[src/rtl/sop_pkg.sv]
package sop_pkg;

   typedef enum logic [1:0] {
      OE_EXT  = 2'd0,
      OE_TERM = 2'd1,
      OE_ON   = 2'd2,
      OE_OFF  = 2'd3
   } oe_src_e;

   typedef enum logic [1:0] {
      FB_OWN = 2'd0,
      FB_ADJ = 2'd1,
      FB_REG = 2'd2
   } fb_src_e;

   typedef struct packed {
      logic    use_reg;
      logic    term0_oe;
      oe_src_e oe_src;
      fb_src_e fb_src;
      logic    bad;
   } cell_cfg_t;

endpackage

[src/rtl/sop_mode_decode.sv]
module sop_mode_decode
   import sop_pkg::*;
(
   input  logic [1:0] glb_mode,
   input  logic       cell_sel,
   output cell_cfg_t  cfg
);

   always_comb begin
      cfg = '{use_reg: 1'b0, term0_oe: 1'b0, oe_src: OE_OFF, fb_src: FB_OWN, bad: 1'b0};
      case ({glb_mode, cell_sel})
         3'b010: begin
            cfg.use_reg = 1'b1;
            cfg.oe_src  = OE_EXT;
            cfg.fb_src  = FB_REG;
         end
         3'b011, 3'b111: begin
            cfg.term0_oe = 1'b1;
            cfg.oe_src   = OE_TERM;
         end
         3'b100: begin
            cfg.oe_src = OE_ON;
            cfg.fb_src = FB_ADJ;
         end
         3'b101: cfg.oe_src = OE_OFF;
         default: cfg.bad = 1'b1;
      endcase
   end

endmodule

[src/rtl/sop_and_plane.sv]
module sop_and_plane #(
   parameter int NUM_LINES = 32,
   parameter int NUM_TERMS = 8,
   localparam int CONN_W = NUM_LINES * NUM_TERMS
) (
   input  logic [NUM_LINES-1:0] lines,
   input  logic [CONN_W-1:0]    conn,
   input  logic [NUM_TERMS-1:0] off,
   output logic [NUM_TERMS-1:0] terms
);

   for (genvar t = 0; t < NUM_TERMS; t++) begin : g_term
      logic [NUM_LINES-1:0] row;
      assign row      = conn[t*NUM_LINES +: NUM_LINES];
      assign terms[t] = ~off[t] & (&(lines | ~row));
   end

endmodule

[src/rtl/sop_or_sum.sv]
module sop_or_sum #(
   parameter int NUM_TERMS = 8
) (
   input  logic [NUM_TERMS-1:0] terms,
   input  logic                 term0_oe,
   input  logic                 pol,
   output logic                 sum_adj,
   output logic                 oe_term
);

   localparam logic [NUM_TERMS-1:0] ALL_ON = '1;
   localparam logic [NUM_TERMS-1:0] SKIP_0 = {ALL_ON[NUM_TERMS-1:1], 1'b0};

   logic [NUM_TERMS-1:0] mask;
   logic                 raw_sum;

   assign mask    = term0_oe ? SKIP_0 : ALL_ON;
   assign raw_sum = |(terms & mask);
   assign sum_adj = pol ? raw_sum : ~raw_sum;
   assign oe_term = terms[0];

endmodule

[src/rtl/sop_macrocell.sv]
module sop_macrocell
   import sop_pkg::*;
#(
   parameter int NUM_LINES = 32,
   parameter int NUM_TERMS = 8,
   localparam int CONN_W = NUM_LINES * NUM_TERMS
) (
   input  logic                 clk,
   input  logic                 rst_n,
   input  logic [NUM_LINES-1:0] arr_lines,
   input  logic [CONN_W-1:0]    and_conn,
   input  logic [NUM_TERMS-1:0] term_off,
   input  logic [1:0]           glb_mode,
   input  logic                 cell_sel,
   input  logic                 cell_pol,
   input  logic                 oe_n_pin,
   input  logic                 pin_in,
   input  logic                 adj_pin_in,
   output logic                 pin_out,
   output logic                 pin_oe,
   output logic                 fb_out,
   output logic                 cfg_err
);

   if (NUM_TERMS < 2) begin : g_bad_terms
      $error("sop_macrocell: NUM_TERMS must be at least 2");
   end
   if (NUM_LINES < 1) begin : g_bad_lines
      $error("sop_macrocell: NUM_LINES must be at least 1");
   end

   cell_cfg_t            cfg;
   logic [NUM_TERMS-1:0] terms;
   logic                 sum_adj;
   logic                 oe_term;
   logic                 q;

   sop_mode_decode u_dec (
      .glb_mode (glb_mode),
      .cell_sel (cell_sel),
      .cfg      (cfg)
   );

   sop_and_plane #(.NUM_LINES(NUM_LINES), .NUM_TERMS(NUM_TERMS)) u_and (
      .lines (arr_lines),
      .conn  (and_conn),
      .off   (term_off),
      .terms (terms)
   );

   sop_or_sum #(.NUM_TERMS(NUM_TERMS)) u_or (
      .terms    (terms),
      .term0_oe (cfg.term0_oe),
      .pol      (cell_pol),
      .sum_adj  (sum_adj),
      .oe_term  (oe_term)
   );

   always_ff @(posedge clk or negedge rst_n) begin
      if (!rst_n)           q <= 1'b0;
      else if (cfg.use_reg) q <= sum_adj;
   end

   assign pin_out = cfg.use_reg ? ~q : ~sum_adj;
   assign cfg_err = cfg.bad;

   always_comb begin
      case (cfg.oe_src)
         OE_EXT:  pin_oe = ~oe_n_pin;
         OE_TERM: pin_oe = oe_term;
         OE_ON:   pin_oe = 1'b1;
         default: pin_oe = 1'b0;
      endcase
   end

   always_comb begin
      case (cfg.fb_src)
         FB_REG:  fb_out = q;
         FB_ADJ:  fb_out = adj_pin_in;
         default: fb_out = pin_in;
      endcase
   end

endmodule

[config.mk]
export PLATFORM = sky130hd
export DESIGN_NAME = sop_macrocell
export DESIGN_NICKNAME = d
export VERILOG_FILES = /design/src/rtl/sop_pkg.sv /design/src/rtl/sop_mode_decode.sv /design/src/rtl/sop_and_plane.sv /design/src/rtl/sop_or_sum.sv /design/src/rtl/sop_macrocell.sv
export SDC_FILE = /design/constraint.sdc
export NUM_CORES = 1
export LEC_CHECK = 0
export ABC_AREA = 1
export BUFFER_PORTS_ARGS = -buffer_cell sky130_fd_sc_hd__buf_2
export CAP_MARGIN = 20
export CORE_AREA = 2 2 121 123
export DETAILED_ROUTE_END_ITERATION = 12
export DIE_AREA = 0 0 123 125
export GPL_TIMING_DRIVEN = 0
export PLACE_DENSITY = 0.49
export SLEW_MARGIN = 20
export SYNTH_ARGS = -nofsm -noshare
export SYNTH_HDL_FRONTEND = slang
export SYNTH_SLANG_ARGS = --single-unit
[constraint.sdc]
create_clock -name clk -period 3.21 [get_ports clk]
set_clock_uncertainty 0.15 [all_clocks]
set_input_delay 0.1605 -clock clk [delete_from_list [all_inputs] [get_ports clk]]
set_output_delay 0.1605 -clock clk [all_outputs]
set_load 0.01 [all_outputs]
==> flow_metrics.py, run 1 <==
metrics = {
    "status": {
        "status": "complete, no violations",
    },
    "worst_hold_path": {
        "hp-start": "q$_DFFE_PN0N_",
        "min_to": "q$_DFFE_PN0N_",
        "hp-class": "reg -> reg",
        "hold_depth": 2,
    },
    "floorplan": {
        "io-pin-count": 309,
        "die_w_um": 123,
        "die_h_um": 125,
        "dieArea_mm2": 0.01538,
        "start_util_pct": 15.36,
        "fp.coreArea_mm2": 0.01420,
        "rows": 44,
    },
    "global_route": {
        "grt_max_degree": 9,
        "gr-total-overflow": 0,
        "grtUsageTotal_pct": 17.72,
        "grt_pass1_wl_mm": 20.73,
        "grt_pass1_vias": 4138,
        "antenna_found_initial": 1,
    },
    "yosys": {
        "ys_types": 18,
        "synth_xor_area_share_pct": 0,
        "yosys_warnings": 0,
        "synth_mux_area_share_pct": 0,
        "synthTopCellsByArea": "nand2_1, nor2_1, nand3_1",
        "syn-cell-area_mm2": 0.002182,
        "synth_compound_area_share_pct": 3.039,
        "yosys.area_share.simple_pct": 85.61,
        "synth_top_family_by_area": "simple AND/OR/NAND/NOR gates",
        "synth_seq_area_share_pct": 1.147,
        "synth_top_area_cell": "nand2_1",
        "ys_ff_latch": 1,
        "yosys.area_share.adder_pct": 0,
        "syn_area_per_cell_um2": 4.011,
        "synth_top_cell_area_share_pct": 59.69,
        "syn_inst": 544,
        "syn_nets": 849,
    },
    "layout": {
        "area_growth_syn_to_layout_pct": 81.77,
        "fin_util_pct": 27.92,
        "largest-register": "q",
        "top_regs": "q: 1 flops",
        "largest_reg_flops": 1,
        "nets": 1160,
        "final_layout_size_suffix_gt1_share_pct": 40.33,
        "n_fill_cell": 1780,
        "stdcell_area_mm2": 0.003966,
    },
    "routing": {
        "vias": 4157,
        "antenna_left": 0,
        "routed_wl_mm": 14.65,
        "avgRoutedWirePerCell_um": 14.12,
        "drtPass1Iterations": 4,
        "drt_iter0_markers": 131,
        "drc": 0,
        "viasPerCell": 4.005,
    },
    "sta": {
        "relSlewSlack_pct": 80.28,
        "rsz0062_at_grt": "false",
        "finalCritPeriodShare_pct": 60.00,
        "final-hold-violation-count": 0,
        "setup-tns-final_ps": 0,
        "fin_crit_ps": 1926,
        "max_freq_ghz": 0.5192,
        "tightest_slew_ps": 294.7,
        "setup_viol": 0,
        "drv_slew": 0,
    },
    "power_and_ir_drop": {
        "powerDensity_mw_per_mm2": 119.5,
        "swShare_pct": 51.13,
        "p_int_uw": 231.5,
        "p_leak_nw": 2.685,
        "vdd_drop_max_v": 0.00003353,
        "clkPwrFrac_pct": 0,
        "switchingPower_uw": 242.3,
        "seqPwrFrac_pct": 3.3,
        "combPwrFrac_pct": 96.7,
    },
    "setup_path": {
        "slowest_delay_ps": 250,
        "r2r_cells": 2,
        "endpoint_kind": "output pin",
        "crit_fanout": 8,
        "rr_startpoint": "q$_DFFE_PN0N_",
        "cpMostUsedCell": "nand2_1",
        "cp.arrival_ps": 1620,
        "cp-start-kind": "primary input",
        "crit_slowest_cell": "nor2_1",
        "r2r_setup_slack_ps": 2470,
        "crit_required_ps": 2900,
        "critPathKind": "in -> out",
        "cp_cell_sequence": "buf_2, inv_2, nand2_1, nand2_1, nor2_1, nand3_1, nor2_1, nand2_1, nand2_1, nor2_1, nand3_1, nand3_1, nand2_1, buf_2",
        "r2r-end": "q$_DFFE_PN0N_",
    },
    "cts": {
        "insertion_delay_ps": 0,
        "path_clk_slew_ps": 0,
        "cts_setup_buffers": 0,
    },
    "placed_design": {
        "io_buffers": 308,
        "placed_area_mm2": 0.003954,
        "gp_congestion": 0.8943,
        "hpwl_mm": 13.19,
    },
    "flow_run": {
        "maxCapViolations": 0,
    },
}
-- worst max path at each step --
stage,startpoint,to,slack [ps]
after floorplan,arr_lines[31],pin_out,1850
after global placement,arr_lines[7],pin_out,1260
after CTS,arr_lines[7],pin_out,1260
after global routing,arr_lines[0],pin_out,1120
final,arr_lines[26],pin_out,1280
after detailed placement,arr_lines[7],pin_out,1270
-- area by class of cell --
cell class | count | area [um^2] | area share, %
multi-input cells | 484 | 1934 | 48.77
repair buffers | 309 | 1551 | 39.12
diodes | 1 | 2.502 | 0.06309
well taps | 184 | 230.2 | 5.804
inverters | 59 | 222.7 | 5.615
flip-flops and latches | 1 | 25.02 | 0.6309
-- routing by layer --
layer	global-route usage [%]	wire length (um)	vias to the layer above
met5	0	0	-
met4	3.342	315	0
met3	2.281	1261	18
met2	34.48	7252	206
met1	20.25	5823	1671
li1	-	-	2262
-- cell families (layout without fill, tap and decap cells) --
| group | after synthesis | in the layout |
|---|---|---|
| simple gates | 473 | 473 |
| buf+inv | 59 | 368 |
| compound gates | 11 | 11 |
| flops | 1 | 1 |
| other cells | 0 | 1 |
-- critical path, delay by kind of cell --
family / cells / cell delay, ps
AND/OR/NAND/NOR: 11 / 1020
buffers and inverters: 3 / 440
-- power groups by stage --
| stage | Clock [mW] | Combinational (mW) | Sequential, mW |
|---|---|---|---|
| after floorplan | 0 | 0.193 | 0.0156 |
| after global placement | 0 | 0.461 | 0.0157 |
| after detailed placement | 0 | 0.464 | 0.0157 |
| after CTS | 0 | 0.467 | 0.0157 |
| after global routing | 0.0000000417 | 0.525 | 0.0159 |
| final | 0.0000000417 | 0.458 | 0.0157 |
-- Yosys cell counts (all sizes together) --
cell / number
inv: 58
nand3b: 2
clkinv: 1
nand2: 349
nand3: 28
nor2: 80
o211ai: 1
and3: 1
a21o: 2
nand4: 12
dfrtp: 1
o221ai: 1
a21oi: 7
or2: 1
-- metrics by stage --
stage | power, mW | hold slack (ps) | setup WS, ps | instances
global route | 0.5405 | 347.2 | 1119 | 1038
floorplan | 0.2087 | -285.1 | 1847 | 544
detailed placement | 0.4801 | -213.8 | 1265 | 1036
CTS | 0.4831 | 320.8 | 1262 | 1037
finish | 0.4738 | 321.0 | 1284 | 1038
global placement | 0.4771 | -213.5 | 1256 | 1036
-- repair_timing --
action	4_1_cts	5_1_grt
endpoints found under the hold margin	1	0
hold buffers	1	0
resized for setup	0	0
-- cell usage in the layout (no fill, tap or decap), types with 2 or more instances in the layout --
cell and n:
nand3_1 28, inv_1 27, nor2_2 2, a21o_1 2, nor2_1 78, a21oi_1 7, nand4_1 12, nand2_1 347
nand3b_1 2, inv_2 31, buf_2 308
No activity file was read; power rests on OpenSTA's default activity.
==> inputs of run 2 (changes only) <==
CORE_AREA = 2 2 119 121   (was 2 2 121 123)
DIE_AREA = 0 0 121 123   (was 0 0 123 125)
PLACE_DENSITY = 0.52   (was 0.49)
clock period = 1.73 ns   (was 3.21 ns; I/O delays follow)
==> run 2 against run 1 <==
  * Final cell count shrank 0.19%
  * Hold slack worse by 73 ps
  * Via count up 2.4%
  * Sequential share of layout area barely moved
  * Critical path depth grew 1
  * Routed wire length increased by 2.6%
  * First-iteration DRC count fell by 14%
  * Power up 100%
  * Sequential power grew 87%
  * Sequential cell count stayed put
  * Cell area grew 6.5%
  * Worst setup slack got worse by 1200 ps
  * Critical path type unchanged
==> flow_metrics.py, run 2 (synthesized netlist as in run 1, its figures left out) <==
metrics = {
    "status": {
        "status": "complete, no violations",
    },
    "power_and_ir_drop": {
        "powerDensity_mw_per_mm2": 225.4,
        "p_int_uw": 462.4,
        "swShare_pct": 51.46,
        "combPwrFrac_pct": 96.9,
        "switchingPower_uw": 490.1,
        "clkPwrFrac_pct": 0,
        "vdd_drop_max_v": 0.00008234,
        "seqPwrFrac_pct": 3.1,
        "p_leak_nw": 2.735,
    },
    "floorplan": {
        "dieArea_mm2": 0.01488,
        "die_w_um": 121,
        "die_h_um": 123,
        "start_util_pct": 16.03,
        "fp.coreArea_mm2": 0.01361,
        "io-pin-count": 309,
        "rows": 43,
    },
    "sta": {
        "finalCritPeriodShare_pct": 92.93,
        "fin_crit_ps": 1608,
        "setup_viol": 0,
        "tightest_slew_ps": 235.3,
        "max_freq_ghz": 0.6220,
        "setup_ws_ps": 122.4,
        "drv_slew": 0,
        "setup-tns-final_ps": 0,
        "relSlewSlack_pct": 84.25,
        "final-hold-violation-count": 0,
    },
    "routing": {
        "drtPass1Iterations": 4,
        "viasPerCell": 4.110,
        "drt_iter0_markers": 113,
        "antenna_left": 0,
        "avgRoutedWirePerCell_um": 14.51,
        "vias": 4258,
        "routed_wl_mm": 15.04,
        "drc": 0,
    },
    "cts": {
        "insertion_delay_ps": 0,
        "path_clk_slew_ps": 0,
    },
    "layout": {
        "diodes": 0,
        "top_regs": "q: 1 flops",
        "largest-register": "q",
        "final_common_cell": "nand2_1",
        "final_layout_size_suffix_gt1_share_pct": 44.51,
        "nets": 1163,
        "layoutNonFillerInstCount": 1036,
        "largest_reg_flops": 1,
        "stdcell_area_mm2": 0.004225,
        "final_cell_mix": "nand2_1, buf_2, nor2_1",
        "fin_util_pct": 31.04,
        "area_growth_syn_to_layout_pct": 93.64,
    },
    "placed_design": {
        "hpwl_mm": 13.36,
        "dp_cells": 1032,
        "gp_congestion": 0.9187,
        "pre_cts_ws_ps": -186.8,
        "placed_area_mm2": 0.003949,
        "io_buffers": 308,
    },
    "global_route": {
        "gr-total-overflow": 0,
        "grt_pass1_wl_mm": 20.92,
        "grt_max_degree": 9,
        "antenna_found_initial": 0,
        "grtUsageTotal_pct": 18.53,
        "grt_pass1_vias": 4128,
    },
    "setup_path": {
        "crit_fanout": 5,
        "cp.arrival_ps": 1370,
        "cp_cell_sequence": "clkbuf_4, inv_2, nand2_1, nand3_2, nor2_2, nand2_2, nor2_4, nand3_1, nand2_2, nor2_4, nand2_2, nand2_1, nand3_1, nand2_1, buf_6",
        "cp-start-kind": "primary input",
        "crit_slowest_cell": "clkbuf_4",
        "critPathKind": "in -> out",
        "endpoint_kind": "output pin",
        "slowest_delay_ps": 150,
        "crit_required_ps": 1490,
    },
    "flow_run": {
        "maxCapViolations": 0,
    },
    "worst_hold_path": {
        "hp-class": "in -> async",
    },
}
-- run 2: cell types whose count changed in the layout (fill, tap and decap cells not counted), sizes merged --
cell,before,now
buf,308,310
clkbuf,0,1
clkinv,1,2
diode,1,0
inv,58,57
-- run 2: per-stage QoR --
stage | hold slack, ps | total power [mW]
final | 247.8 | 0.9525
after global routing | 254.6 | 1.068
after CTS | 265.9 | 0.8984
after detailed placement | -287.9 | 0.8913
after global placement | -287.8 | 0.8858
after floorplan | -359.1 | 0.3872
-- run 2: routing by layer --
metal	vias to the layer above	wire length [um]	GRT usage, %
met5	-	0	0
met4	0	150	2.108
met3	10	1181	2.675
met2	210	7555	36.62
met1	1761	6147	21.54
li1	2277	-	-
-- run 2: final timing paths --
kind / cells past startpoint / startpoint / slack (ps) / end
worst max-delay path: 15 / arr_lines[1] / 120 / pin_out
worst min-delay path: 2 / rst_n / 250 / q$_DFFE_PN0N_
worst max register to register: 2 / q$_DFFE_PN0N_ / 990 / q$_DFFE_PN0N_
worst min register to register: 2 / q$_DFFE_PN0N_ / 320 / q$_DFFE_PN0N_
max in group asynchronous: 2 / rst_n / 1100 / q$_DFFE_PN0N_
min in group clk: 4 / cell_sel / 270 / q$_DFFE_PN0N_
-- run 2: cell type report --
| type | count | area [um^2] |
|---|---|---|
| fillers | 1657 | 9387 |
| multi-input cells | 484 | 2053 |
| repair buffers | 312 | 1613 |
| inverters | 59 | 309.0 |
| well taps | 180 | 225.2 |
| flip-flops and latches | 1 | 25.02 |
-- run 2: worst max-delay path: cells and delay by family --
kind / cells / cell delay (ps)
buffers and inverters: 3 / 330
and+or+nand+nor: 12 / 950
-- run 2: timing repair --
item                       in CTS  in global routing
gates resized for setup         4                 80
buffers inserted                0                  3
pin swaps                       0                 18
setup endpoints to repair       2                  2
hold buffers                    1                  0
hold endpoints to repair        1                  0
-- run 2: power by group through the flow --
stage | Combinational [mW] | Clock (mW) | Sequential (mW)
finish | 0.923 | 0 | 0.0293
CTS | 0.869 | 0 | 0.0292
detailed placement | 0.862 | 0 | 0.0292
global route | 1.04 | 0 | 0.0297
global placement | 0.857 | 0 | 0.0291
floorplan | 0.358 | 0 | 0.0290
